<file path="config.mk">
export PLATFORM = sky130hd
export DESIGN_NAME = bank_timing_tracker
export DESIGN_NICKNAME = d
export VERILOG_FILES = /design/src/rtl/bank_trk_pkg.sv /design/src/rtl/act_spacing_ctr.sv /design/src/rtl/bank_state_fsm.sv /design/src/rtl/cmd_decode.sv /design/src/rtl/bank_timing_tracker.sv
export SDC_FILE = /design/constraint.sdc
export NUM_CORES = 1
export LEC_CHECK = 0
export BUFFER_PORTS_ARGS = -buffer_cell sky130_fd_sc_hd__buf_2
export CORE_ASPECT_RATIO = 1.75
export CORE_MARGIN = 3
export CORE_UTILIZATION = 45
export CTS_BUF_LIST = sky130_fd_sc_hd__clkbuf_8
export DETAILED_ROUTE_END_ITERATION = 8
export GPL_TIMING_DRIVEN = 0
export HOLD_SLACK_MARGIN = 0.1
export PLACE_DENSITY = 0.68
export SLEW_MARGIN = 20
export SYNTH_ARGS = -nofsm -noshare
export SYNTH_HDL_FRONTEND = slang
export SYNTH_HIERARCHICAL = 1
export SYNTH_SLANG_ARGS = --single-unit
</file>
<file path="constraint.sdc">
create_clock -name clk -period 3.3 [get_ports clk]
set_clock_uncertainty 0.1 [all_clocks]
set_input_delay 0.66 -clock clk [delete_from_list [all_inputs] [get_ports clk]]
set_output_delay 0.66 -clock clk [all_outputs]
set_load 0.01 [all_outputs]
</file>
<file path="src/rtl/bank_trk_pkg.sv">
package bank_trk_pkg;

    typedef enum logic [1:0] {
        OP_ACT = 2'b00,
        OP_RD  = 2'b01,
        OP_WR  = 2'b10,
        OP_PRE = 2'b11
    } cmd_op_e;

    typedef enum logic [1:0] {
        BK_CLOSED,
        BK_OPENING,
        BK_READY,
        BK_AGING
    } bank_st_e;

    // Rounds a duration up to whole clock periods.
    function automatic int unsigned cyc_ceil(input int unsigned dur_ps,
                                             input int unsigned per_ps);
        return (dur_ps + per_ps - 1) / per_ps;
    endfunction

endpackage

</file>
<file path="src/rtl/act_spacing_ctr.sv">
module act_spacing_ctr #(
    parameter int unsigned RRD_CYC = 2
) (
    input  logic clk,
    input  logic rst_n,
    input  logic any_act,
    output logic spacing_met
);
    localparam int unsigned SP_W = (RRD_CYC < 2) ? 1 : $clog2(RRD_CYC + 1);
    localparam logic [SP_W-1:0] SP_LIM = SP_W'(RRD_CYC);

    logic [SP_W-1:0] sp_q;

    // Saturating count of cycles since the most recent activate.
    always_ff @(posedge clk) begin
        if (!rst_n) begin
            sp_q <= SP_LIM;
        end else if (any_act) begin
            sp_q <= SP_W'(1);
        end else if (sp_q < SP_LIM) begin
            sp_q <= sp_q + SP_W'(1);
        end
    end

    assign spacing_met = (sp_q >= SP_LIM);

endmodule

</file>
<file path="src/rtl/bank_state_fsm.sv">
module bank_state_fsm
    import bank_trk_pkg::*;
#(
    parameter int unsigned ROW_W       = 13,
    parameter int unsigned CNT_W       = 6,
    parameter int unsigned RCD_CYC     = 3,
    parameter int unsigned RAS_MIN_CYC = 6,
    parameter int unsigned RAS_MAX_CYC = 50,
    parameter int unsigned WARN_AT     = 42
) (
    input  logic             clk,
    input  logic             rst_n,
    input  logic             do_act,
    input  logic             do_pre,
    input  logic [ROW_W-1:0] act_row,
    output logic             is_open,
    output logic [ROW_W-1:0] row_q,
    output logic             rdwr_ok,
    output logic             pre_ok,
    output logic             force_req,
    output logic             overdue
);
    localparam logic [CNT_W-1:0] L_RCD  = CNT_W'(RCD_CYC);
    localparam logic [CNT_W-1:0] L_RMIN = CNT_W'(RAS_MIN_CYC);
    localparam logic [CNT_W-1:0] L_RMAX = CNT_W'(RAS_MAX_CYC);
    localparam logic [CNT_W-1:0] L_WARN = CNT_W'(WARN_AT);
    localparam logic [CNT_W-1:0] L_SAT  = CNT_W'(RAS_MAX_CYC + 1);

    bank_st_e        state_q, state_d;
    logic [CNT_W-1:0] age_q, age_d;

    // Next age and next state.
    always_comb begin
        age_d = age_q;
        if (do_act && state_q == BK_CLOSED) begin
            age_d = CNT_W'(1);
        end else if (do_pre) begin
            age_d = '0;
        end else if (state_q != BK_CLOSED && age_q != L_SAT) begin
            age_d = age_q + CNT_W'(1);
        end

        if (age_d == '0) begin
            state_d = BK_CLOSED;
        end else if (age_d >= L_WARN) begin
            state_d = BK_AGING;
        end else if (age_d >= L_RCD) begin
            state_d = BK_READY;
        end else begin
            state_d = BK_OPENING;
        end
    end

    // State register.
    always_ff @(posedge clk) begin
        if (!rst_n) begin
            state_q <= BK_CLOSED;
            age_q   <= '0;
        end else begin
            state_q <= state_d;
            age_q   <= age_d;
        end
    end

    always_ff @(posedge clk) begin
        if (!rst_n) begin
            row_q <= '0;
        end else if (do_act && state_q == BK_CLOSED) begin
            row_q <= act_row;
        end
    end

    // Outputs.
    always_comb begin
        is_open   = 1'b0;
        rdwr_ok   = 1'b0;
        pre_ok    = 1'b0;
        force_req = 1'b0;
        overdue   = 1'b0;
        unique case (state_q)
            BK_CLOSED: begin
            end
            BK_OPENING: begin
                is_open = 1'b1;
                pre_ok  = (age_q >= L_RMIN);
            end
            BK_READY: begin
                is_open = 1'b1;
                rdwr_ok = 1'b1;
                pre_ok  = (age_q >= L_RMIN);
            end
            BK_AGING: begin
                is_open   = 1'b1;
                rdwr_ok   = (age_q >= L_RCD);
                pre_ok    = (age_q >= L_RMIN);
                force_req = 1'b1;
                overdue   = (age_q > L_RMAX);
            end
            default: begin
            end
        endcase
    end

endmodule

</file>
<file path="src/rtl/cmd_decode.sv">
module cmd_decode
    import bank_trk_pkg::*;
#(
    parameter int unsigned BA_W  = 2,
    parameter int unsigned COL_W = 10,
    localparam int unsigned NB   = 1 << BA_W
) (
    input  logic             clk,
    input  logic             rst_n,
    input  logic             cmd_valid,
    input  logic [1:0]       cmd_op,
    input  logic [BA_W-1:0]  cmd_bank,
    input  logic [COL_W-1:0] cmd_col,
    input  logic [NB-1:0]    bank_open,
    input  logic [NB-1:0]    rdwr_ok,
    input  logic [NB-1:0]    pre_ok,
    input  logic             spacing_met,
    output logic [NB-1:0]    act_go,
    output logic [NB-1:0]    pre_go,
    output logic             any_act_go,
    output logic             err_act_open,
    output logic             err_col_closed,
    output logic             err_timing,
    output logic [COL_W-1:0] col_addr,
    output logic [BA_W-1:0]  col_bank
);
    cmd_op_e op;
    logic    is_act, is_pre, is_col, tgt_open, col_go;
    logic    e_dup_d, e_closed_d, e_time_d;

    assign op       = cmd_op_e'(cmd_op);
    assign is_act   = cmd_valid && (op == OP_ACT);
    assign is_pre   = cmd_valid && (op == OP_PRE);
    assign is_col   = cmd_valid && (op == OP_RD || op == OP_WR);
    assign tgt_open = bank_open[cmd_bank];
    assign col_go   = is_col && tgt_open;

    for (genvar b = 0; b < NB; b++) begin : g_go
        assign act_go[b] = is_act && (cmd_bank == BA_W'(b)) && !bank_open[b];
        assign pre_go[b] = is_pre && (cmd_bank == BA_W'(b)) && bank_open[b];
    end

    assign any_act_go = |act_go;

    assign e_dup_d    = is_act && tgt_open;
    assign e_closed_d = is_col && !tgt_open;
    assign e_time_d   = (any_act_go && !spacing_met)
                      | (col_go && !rdwr_ok[cmd_bank])
                      | ((|pre_go) && !pre_ok[cmd_bank]);

    always_ff @(posedge clk) begin
        if (!rst_n) begin
            err_act_open   <= 1'b0;
            err_col_closed <= 1'b0;
            err_timing     <= 1'b0;
        end else begin
            err_act_open   <= e_dup_d;
            err_col_closed <= e_closed_d;
            err_timing     <= e_time_d;
        end
    end

    always_ff @(posedge clk) begin
        if (!rst_n) begin
            col_addr <= '0;
            col_bank <= '0;
        end else if (col_go) begin
            col_addr <= cmd_col;
            col_bank <= cmd_bank;
        end
    end

endmodule

</file>
<file path="src/rtl/bank_timing_tracker.sv">
module bank_timing_tracker
    import bank_trk_pkg::*;
#(
    parameter int unsigned BA_W         = 2,
    parameter int unsigned ROW_W        = 13,
    parameter int unsigned COL_W        = 10,
    parameter int unsigned CLK_PS       = 8000,
    parameter int unsigned T_RCD_PS     = 19000,
    parameter int unsigned T_RRD_PS     = 15000,
    parameter int unsigned T_RAS_MIN_PS = 42000,
    parameter int unsigned T_RAS_MAX_PS = 400000,
    parameter int unsigned WARN_CYC     = 8
) (
    input  logic                           clk,
    input  logic                           rst_n,
    input  logic                           cmd_valid,
    input  logic [1:0]                     cmd_op,
    input  logic [BA_W-1:0]                cmd_bank,
    input  logic [ROW_W-1:0]               cmd_row,
    input  logic [COL_W-1:0]               cmd_col,
    output logic [(1<<BA_W)-1:0]           bank_open,
    output logic [(1<<BA_W)*ROW_W-1:0]     open_row,
    output logic [COL_W-1:0]               col_addr,
    output logic [BA_W-1:0]                col_bank,
    output logic [(1<<BA_W)-1:0]           rdwr_ok,
    output logic [(1<<BA_W)-1:0]           pre_ok,
    output logic [(1<<BA_W)-1:0]           act_ok,
    output logic [(1<<BA_W)-1:0]           force_pre_req,
    output logic [(1<<BA_W)-1:0]           ras_overdue,
    output logic                           err_act_open,
    output logic                           err_col_closed,
    output logic                           err_timing
);
    localparam int unsigned NB          = 1 << BA_W;
    localparam int unsigned RCD_CYC     = cyc_ceil(T_RCD_PS, CLK_PS);
    localparam int unsigned RRD_CYC     = cyc_ceil(T_RRD_PS, CLK_PS);
    localparam int unsigned RAS_MIN_CYC = cyc_ceil(T_RAS_MIN_PS, CLK_PS);
    localparam int unsigned RAS_MAX_CYC = cyc_ceil(T_RAS_MAX_PS, CLK_PS);
    localparam int unsigned WARN_AT     = (WARN_CYC < RAS_MAX_CYC) ? (RAS_MAX_CYC - WARN_CYC) : 1;
    localparam int unsigned CNT_W       = $clog2(RAS_MAX_CYC + 2);

    logic [NB-1:0] act_go, pre_go;
    logic          any_act_go, spacing_met;

    cmd_decode #(
        .BA_W (BA_W),
        .COL_W(COL_W)
    ) dec_i (
        .clk           (clk),
        .rst_n         (rst_n),
        .cmd_valid     (cmd_valid),
        .cmd_op        (cmd_op),
        .cmd_bank      (cmd_bank),
        .cmd_col       (cmd_col),
        .bank_open     (bank_open),
        .rdwr_ok       (rdwr_ok),
        .pre_ok        (pre_ok),
        .spacing_met   (spacing_met),
        .act_go        (act_go),
        .pre_go        (pre_go),
        .any_act_go    (any_act_go),
        .err_act_open  (err_act_open),
        .err_col_closed(err_col_closed),
        .err_timing    (err_timing),
        .col_addr      (col_addr),
        .col_bank      (col_bank)
    );

    act_spacing_ctr #(
        .RRD_CYC(RRD_CYC)
    ) spc_i (
        .clk        (clk),
        .rst_n      (rst_n),
        .any_act    (any_act_go),
        .spacing_met(spacing_met)
    );

    for (genvar b = 0; b < NB; b++) begin : g_bank
        bank_state_fsm #(
            .ROW_W      (ROW_W),
            .CNT_W      (CNT_W),
            .RCD_CYC    (RCD_CYC),
            .RAS_MIN_CYC(RAS_MIN_CYC),
            .RAS_MAX_CYC(RAS_MAX_CYC),
            .WARN_AT    (WARN_AT)
        ) fsm_i (
            .clk      (clk),
            .rst_n    (rst_n),
            .do_act   (act_go[b]),
            .do_pre   (pre_go[b]),
            .act_row  (cmd_row),
            .is_open  (bank_open[b]),
            .row_q    (open_row[b*ROW_W +: ROW_W]),
            .rdwr_ok  (rdwr_ok[b]),
            .pre_ok   (pre_ok[b]),
            .force_req(force_pre_req[b]),
            .overdue  (ras_overdue[b])
        );
        assign act_ok[b] = !bank_open[b] && spacing_met;
    end

endmodule

</file>
==> flow_metrics.py, run 1 <==
metrics = {
    "yosys": {
        "synth_edf_count": 0,
        "yosysSeqAreaShare_pct": 37.1,
        "ys_types": 50,
        "synth-seq-cells": 101,
        "synth-async-reset-ratio_pct": 0,
        "syn-num-nets": 690,
        "synth_area_um2": 5440,
        "synth-main-ff-cell": "dfxtp_1",
        "avgSynthCellArea_um2": 8.39,
        "postSynthCellCount": 649,
        "yosysWarnings": 6,
    },
    "critical_path": {
        "crit_buf_inv": 2,
        "slowest_delay_ns": 0.50,
        "cpMostUsedCell": "nor3b_1",
        "cp_slowest_cell": "nor3b_2",
        "crit_chain": "buf_2 > clkbuf_1 > nand2_1 > nor3b_1 > nor3b_2 > nor3b_1 > mux2i_4 > xnor2_1 > a31o_1",
        "arrival_ns": 2.87,
        "path_max_fanout": 10,
        "cp.required_ns": 3.48,
        "reg2reg_depth": 8,
        "cp.depth": 9,
        "end_kind": "flop",
        "worstSetupStartpointType": "input port",
        "crit_type": "input port to flop",
        "crit_family": "simple AND/OR/NAND/NOR gates",
    },
    "clock_tree": {
        "cts_tree": "yes",
        "cts_buffers": 9,
        "post_cts_buffers": 0,
        "cts_max_path_buffers": 2,
        "cts.clk_slew.worst_paths_ns": 0.10,
        "cts-resized-gates": 0,
        "cts_num_sinks": 101,
        "root_buffer": "clkbuf_8",
        "htree_levels": 3,
        "ctsHoldBuffers": 0,
        "worstSkewPairLatency_ns": 0.38,
    },
    "routing": {
        "wl_met1_um": 5560,
        "drcViolationCount": 0,
        "routedWlPerCell_um": 15.7,
        "routed-wl-met3_um": 1170,
        "drt_iter0_markers": 167,
        "dr.pass1.iters": 4,
        "vias_per_cell": 5.44,
        "drtAntennaViolNets": 0,
        "wl_met2_um": 7340,
        "routed.top_layer": "met4",
        "drt_wl_total_um": 14500,
        "via_count": 5001,
    },
    "floorplanning": {
        "core_um2": 11700,
        "start_util_pct": 46.5,
        "chipWidth_um": 89.1,
        "die-area_um2": 13500,
        "pin_count": 121,
        "row_count": 52,
        "dieHeight_um": 151,
    },
    "placed_design": {
        "routabilityCongestion": 0.865,
        "placement.io_buffers": 120,
        "hpwl_um": 11300,
    },
    "timing": {
        "slew-limit-headroom_pct": 56.0,
        "tightest_slew_ns": 0.658,
        "setup_viol": 0,
        "post-route-period-util_pct": 81.8,
        "whs_ns": 0.359,
        "finalHoldViolations": 0,
        "rsz0062_at_grt": "no",
        "max_freq_ghz": 0.371,
        "fin_crit_ns": 2.70,
        "finalSetupTns_ns": 0,
        "slew_viol_final": 0,
    },
    "final_layout": {
        "syn_to_final_growth_pct": 18.1,
        "n_antenna_cell": 0,
        "finish.net_count": 821,
        "postLayoutCoreUtil_pct": 54.9,
        "fill_cells": 1129,
        "layout-drive-gt1-share_pct": 25.5,
    },
    "pwr": {
        "p_per_area_nw_per_um2": 482,
        "leakage_nw": 2.58,
        "power_w": 0.00310,
        "vdd_drop_max_v": 0.000363,
    },
    "run_status": {
        "status": "finished, final reports clean",
    },
    "min_path": {
        "hold-path-cell-count": 2,
        "min_path_type": "flop to flop",
    },
    "grt": {
        "grt_first_pass_wirelength_um": 23900,
        "grt_overflow_total": 0,
        "antenna_found_initial": 0,
        "grt_use_total_pct": 22.2,
        "grt_max_degree": 40,
        "grt_pass1_vias": 5087,
    },
    "run": {
        "drv_cap": 0,
    },
}
-- synth_stat cells (5+ instances only) --
master / n / share of area, %
clkbuf_1: 16 / 1.1
o21ai_0: 17 / 1.6
xnor2_1: 13 / 2.1
dfxtp_1: 101 / 37
a21oi_1: 12 / 1.1
nor3_1: 9 / 0.83
and3_4: 5 / 1.0
o211ai_1: 8 / 1.1
o21ai_1: 9 / 0.83
a21boi_0: 52 / 7.2
buf_6: 10 / 2.1
nor2b_1: 10 / 1.1
a41oi_1: 5 / 0.80
and2_1: 12 / 1.4
nand2b_1: 8 / 0.92
o21a_1: 5 / 0.69
nand2_1: 153 / 11
nor3b_1: 6 / 0.83
mux2i_1: 16 / 2.9
nand3_1: 10 / 0.92
ha_1: 11 / 2.5
xor2_1: 8 / 1.3
a32oi_1: 5 / 0.80
nor2_1: 51 / 3.5
inv_1: 19 / 1.3
-- logic make-up (layout without fill, tap and decap cells) --
family	count (synthesis)	in the layout	synth area share [%]
AOI/OAI and AO/OA	141	141	19.6
xor gates and xnor gates	21	21	3.38
adders and majority gates	11	11	2.53
buffers and inverters	53	189	5.13
DFF	101	101	37.1
muxes	21	21	5.01
and+or+nand+nor	301	301	27.2
-- report_power, final --
group	switching, W	internal [W]
Clock	0.000466	0.000385
Sequential	0.000121	0.00130
Combinational	0.000465	0.000360
-- final timing paths --
path         slack, ns                       start                          to
min               0.36           dec_i/col_addr[3]           dec_i/col_addr[3]
max reg2reg       0.62  g_bank[2].fsm_i/state_q[0]  g_bank[2].fsm_i/state_q[0]
min reg2reg       0.36           dec_i/col_addr[3]           dec_i/col_addr[3]
max               0.60                 cmd_bank[0]  g_bank[1].fsm_i/state_q[0]
-- through the flow --
| stage | instance area (um^2) | worst slack (ns) | std cells |
|---|---|---|---|
| floorplan | 5440 | 0.829 | 649 |
| global placement | 6210 | 0.257 | 904 |
| detailed placement | 6210 | 0.217 | 904 |
| CTS | 6430 | 0.625 | 920 |
| global route | 6430 | 0.265 | 920 |
| finish | 6430 | 0.602 | 920 |
-- worst register-to-register path: cells and delay by family, from the launching register on --
kind,cells,cell delay [ns]
AND/OR/NAND/NOR,4,1.41
flip-flops,1,0.42
multiplexers,1,0.22
AO/OA/AOI/OAI,1,0.21
buffers and inverters,1,0.13
XOR/XNOR,1,0.10
-- state kept, by name (all words and copies together) (netlist names) --
register and count:
dec_i/err_col_closed 1, dec_i/err_act_open 1, g_bank.fsm_i/state_q 8, dec_i/err_timing 1
g_bank.fsm_i/row_q 52, dec_i/col_addr 10, g_bank.fsm_i/age_q 24, spc_i/sp_q 2
dec_i/col_bank 2
-- layer usage --
metal  vias to the layer above  global-route usage (%)
li1                       2470                       -
met3                        28                    7.68
met5                         -                       0
met2                       160                    39.3
met4                         0                    8.27
met1                      2343                    23.8
-- layout by cell type, fill, tap and decap left out, types with 5 or more instances in the layout --
master / n
nand2b_1: 8
o21ai_0: 17
a21boi_0: 52
o21a_1: 5
ha_1: 11
a32oi_1: 5
clkbuf_8: 10
o211ai_1: 8
and3_4: 5
a41oi_1: 5
nor2_1: 51
nand3_1: 10
o21ai_1: 9
xnor2_1: 13
buf_6: 10
nor3b_1: 6
dfxtp_1: 101
clkbuf_1: 16
xor2_1: 8
buf_2: 124
inv_1: 19
nor2b_1: 10
nor3_1: 9
a21oi_1: 12
and2_1: 12
mux2i_1: 16
nand2_1: 153
-- layout make-up --
class	instances	area [um^2]	area share, %
Multi-Input combinational cell	495	3140	48.9
Tap cell	135	169	2.63
Clock inverter	6	76.3	1.19
Inverter	23	86.3	1.34
Timing Repair Buffer	120	601	9.35
Buffer	30	193	3.00
Sequential cell	101	2020	31.5
Clock buffer	10	138	2.14
Note: power is estimated with default switching activity, not from simulation.
==> run 2, diff against run 1 <==
clock period = 2.6 ns   (was 3.3 ns; I/O delays follow)
==> run 2 against run 1 <==
Clock power rose by 27%. Critical path type unchanged. First-iteration DRC count fell by 1.2%. Power rose by 28%.
==> flow_metrics.py, run 2 (synthesis results as in run 1) <==
metrics = {
    "run_status": {
        "status": "finished, final reports clean",
    },
    "final_layout": {
        "layout_common_cells": "153 x nand2_1, 124 x buf_2, 101 x dfxtp_1",
        "syn_to_final_growth_pct": 19.8,
        "fill_cells": 1126,
        "n_antenna_cell": 0,
        "finish.net_count": 825,
        "design_area_um2": 6520,
        "largest_register_ffs": 52,
        "regMostFlops": "g_bank.fsm_i/row_q",
        "layout_commonest_cell": "nand2_1",
        "layout-drive-gt1-share_pct": 26.7,
        "top_regs": "g_bank.fsm_i/row_q: 52 flops, g_bank.fsm_i/age_q: 24 flops, dec_i/col_addr: 10 flops",
    },
    "grt": {
        "grt_pass1_vias": 5077,
        "antenna_found_initial": 0,
        "grt_max_degree": 40,
        "grt_overflow_total": 0,
        "grt_first_pass_wirelength_um": 23900,
        "grt_use_total_pct": 22.2,
    },
    "critical_path": {
        "crit_family": "simple AND/OR/NAND/NOR gates",
        "crit_chain": "buf_2 > clkbuf_1 > nand2_1 > nor3_1 > nor3b_4 > nor3b_1 > mux2i_4 > xnor2_1 > a31o_1",
        "arrival_ns": 2.65,
        "cp_slowest_cell": "clkbuf_1",
        "crit_type": "input port to flop",
        "crit_buf_inv": 2,
        "slowest_delay_ns": 0.50,
        "worstSetupStartpointType": "input port",
        "cp.required_ns": 2.78,
        "end_kind": "flop",
        "path_max_fanout": 10,
    },
    "routing": {
        "routedWlPerCell_um": 15.8,
        "dr.pass1.iters": 4,
        "via_count": 5052,
        "drt_iter0_markers": 165,
        "drtAntennaViolNets": 0,
        "drcViolationCount": 0,
        "drt_wl_total_um": 14600,
        "vias_per_cell": 5.47,
    },
    "pwr": {
        "p_per_area_nw_per_um2": 610,
        "power_w": 0.00398,
        "p_switching_w": 0.00137,
        "internal-power_w": 0.00261,
        "pwr-share-seq_pct": 45.8,
        "p_comb_share_pct": 27.0,
        "p_clk_share_pct": 27.1,
        "vdd_drop_max_v": 0.000461,
        "leakage_nw": 2.61,
        "p_sw_share_pct": 34.3,
    },
    "clock_tree": {
        "root_buffer": "clkbuf_8",
        "ctsHoldBuffers": 0,
        "htree_levels": 3,
        "cts.clk_slew.worst_paths_ns": 0.10,
        "cts_max_path_buffers": 2,
        "cts_tree": "yes",
        "cts_num_sinks": 101,
        "cts_buffers": 9,
        "worstSkewPairLatency_ns": 0.38,
    },
    "floorplanning": {
        "dieHeight_um": 151,
        "row_count": 52,
        "die-area_um2": 13500,
        "core_um2": 11700,
        "chipWidth_um": 89.1,
        "pin_count": 121,
        "start_util_pct": 46.5,
    },
    "timing": {
        "slew_viol_final": 0,
        "tightest_slew_ns": 0.650,
        "whs_ns": 0.278,
        "post-route-period-util_pct": 94.8,
        "slew-limit-headroom_pct": 56.7,
        "max_freq_ghz": 0.406,
        "fin_crit_ns": 2.46,
        "finalHoldViolations": 0,
        "setup_viol": 0,
        "finalSetupTns_ns": 0,
    },
    "placed_design": {
        "hpwl_um": 11300,
        "post_dp_cell_area_um2": 6210,
        "placement.io_buffers": 120,
        "routabilityCongestion": 0.865,
    },
    "run": {
        "drv_cap": 0,
    },
    "min_path": {
        "min_path_type": "input port to flop",
    },
}
-- run 2: worst paths after layout --
kind | startpoint | end | slack (ns) | depth (start not counted)
min | cmd_col[5] | dec_i/col_addr[5] | 0.28 | 3
max reg2reg | g_bank[3].fsm_i/state_q[0] | g_bank[3].fsm_i/state_q[0] | 0.23 | 8
min reg2reg | dec_i/col_addr[3] | dec_i/col_addr[3] | 0.36 | 2
max | cmd_bank[0] | g_bank[3].fsm_i/state_q[0] | 0.14 | 9
-- run 2: final cells by class --
class / instances / area, um^2 / area share [%]
clock buffers: 10 / 138 / 2.11
clock inverters: 6 / 76.3 / 1.17
plain buffers: 30 / 196 / 3.01
well taps: 135 / 169 / 2.59
multi-input cells: 495 / 3200 / 49.1
inverters: 23 / 86.3 / 1.32
repair buffers: 124 / 631 / 9.67
flip-flops and latches: 101 / 2020 / 31.0
-- run 2: tightest hold or removal path, stage by stage --
cell and delay [ns]:
buf_2 0.09, nand2_1 0.04, mux2i_1 0.05
-- run 2: metrics by stage --
step	instances	util, %	setup slack [ns]
2_1_floorplan	649	-	0.269
4_1_cts	920	55.0	0.0302
3_5_place_dp	904	53.0	-0.343
5_1_grt	924	55.7	-0.0136
3_3_place_gp	904	53.0	-0.303
6_report	924	55.7	0.135
-- run 2: timing repair --
item,CTS,global route
buffers inserted,0,4
endpoints found under the setup margin,6,52
gates resized for setup,2,14
-- run 2: power by group through the flow --
stage / Sequential [W] / Combinational, W / Clock, W
after floorplan: 0.00182 / 0.000738 / 0
after global placement: 0.00183 / 0.00103 / 0
after detailed placement: 0.00184 / 0.00106 / 0
after CTS: 0.00181 / 0.00106 / 0.00112
after global routing: 0.00184 / 0.00118 / 0.00118
final: 0.00182 / 0.00107 / 0.00108
-- run 2: metal layers --
layer / wire [um] / global-route usage, % / up-vias / part of all wire [%]
li1: - / - / 2480 / -
met1: 5580 / 23.8 / 2371 / 38
met2: 7440 / 39.4 / 172 / 51
met3: 1210 / 7.63 / 29 / 8.3
met4: 381 / 8.27 / 0 / 2.6
met5: 0 / 0 / - / 0
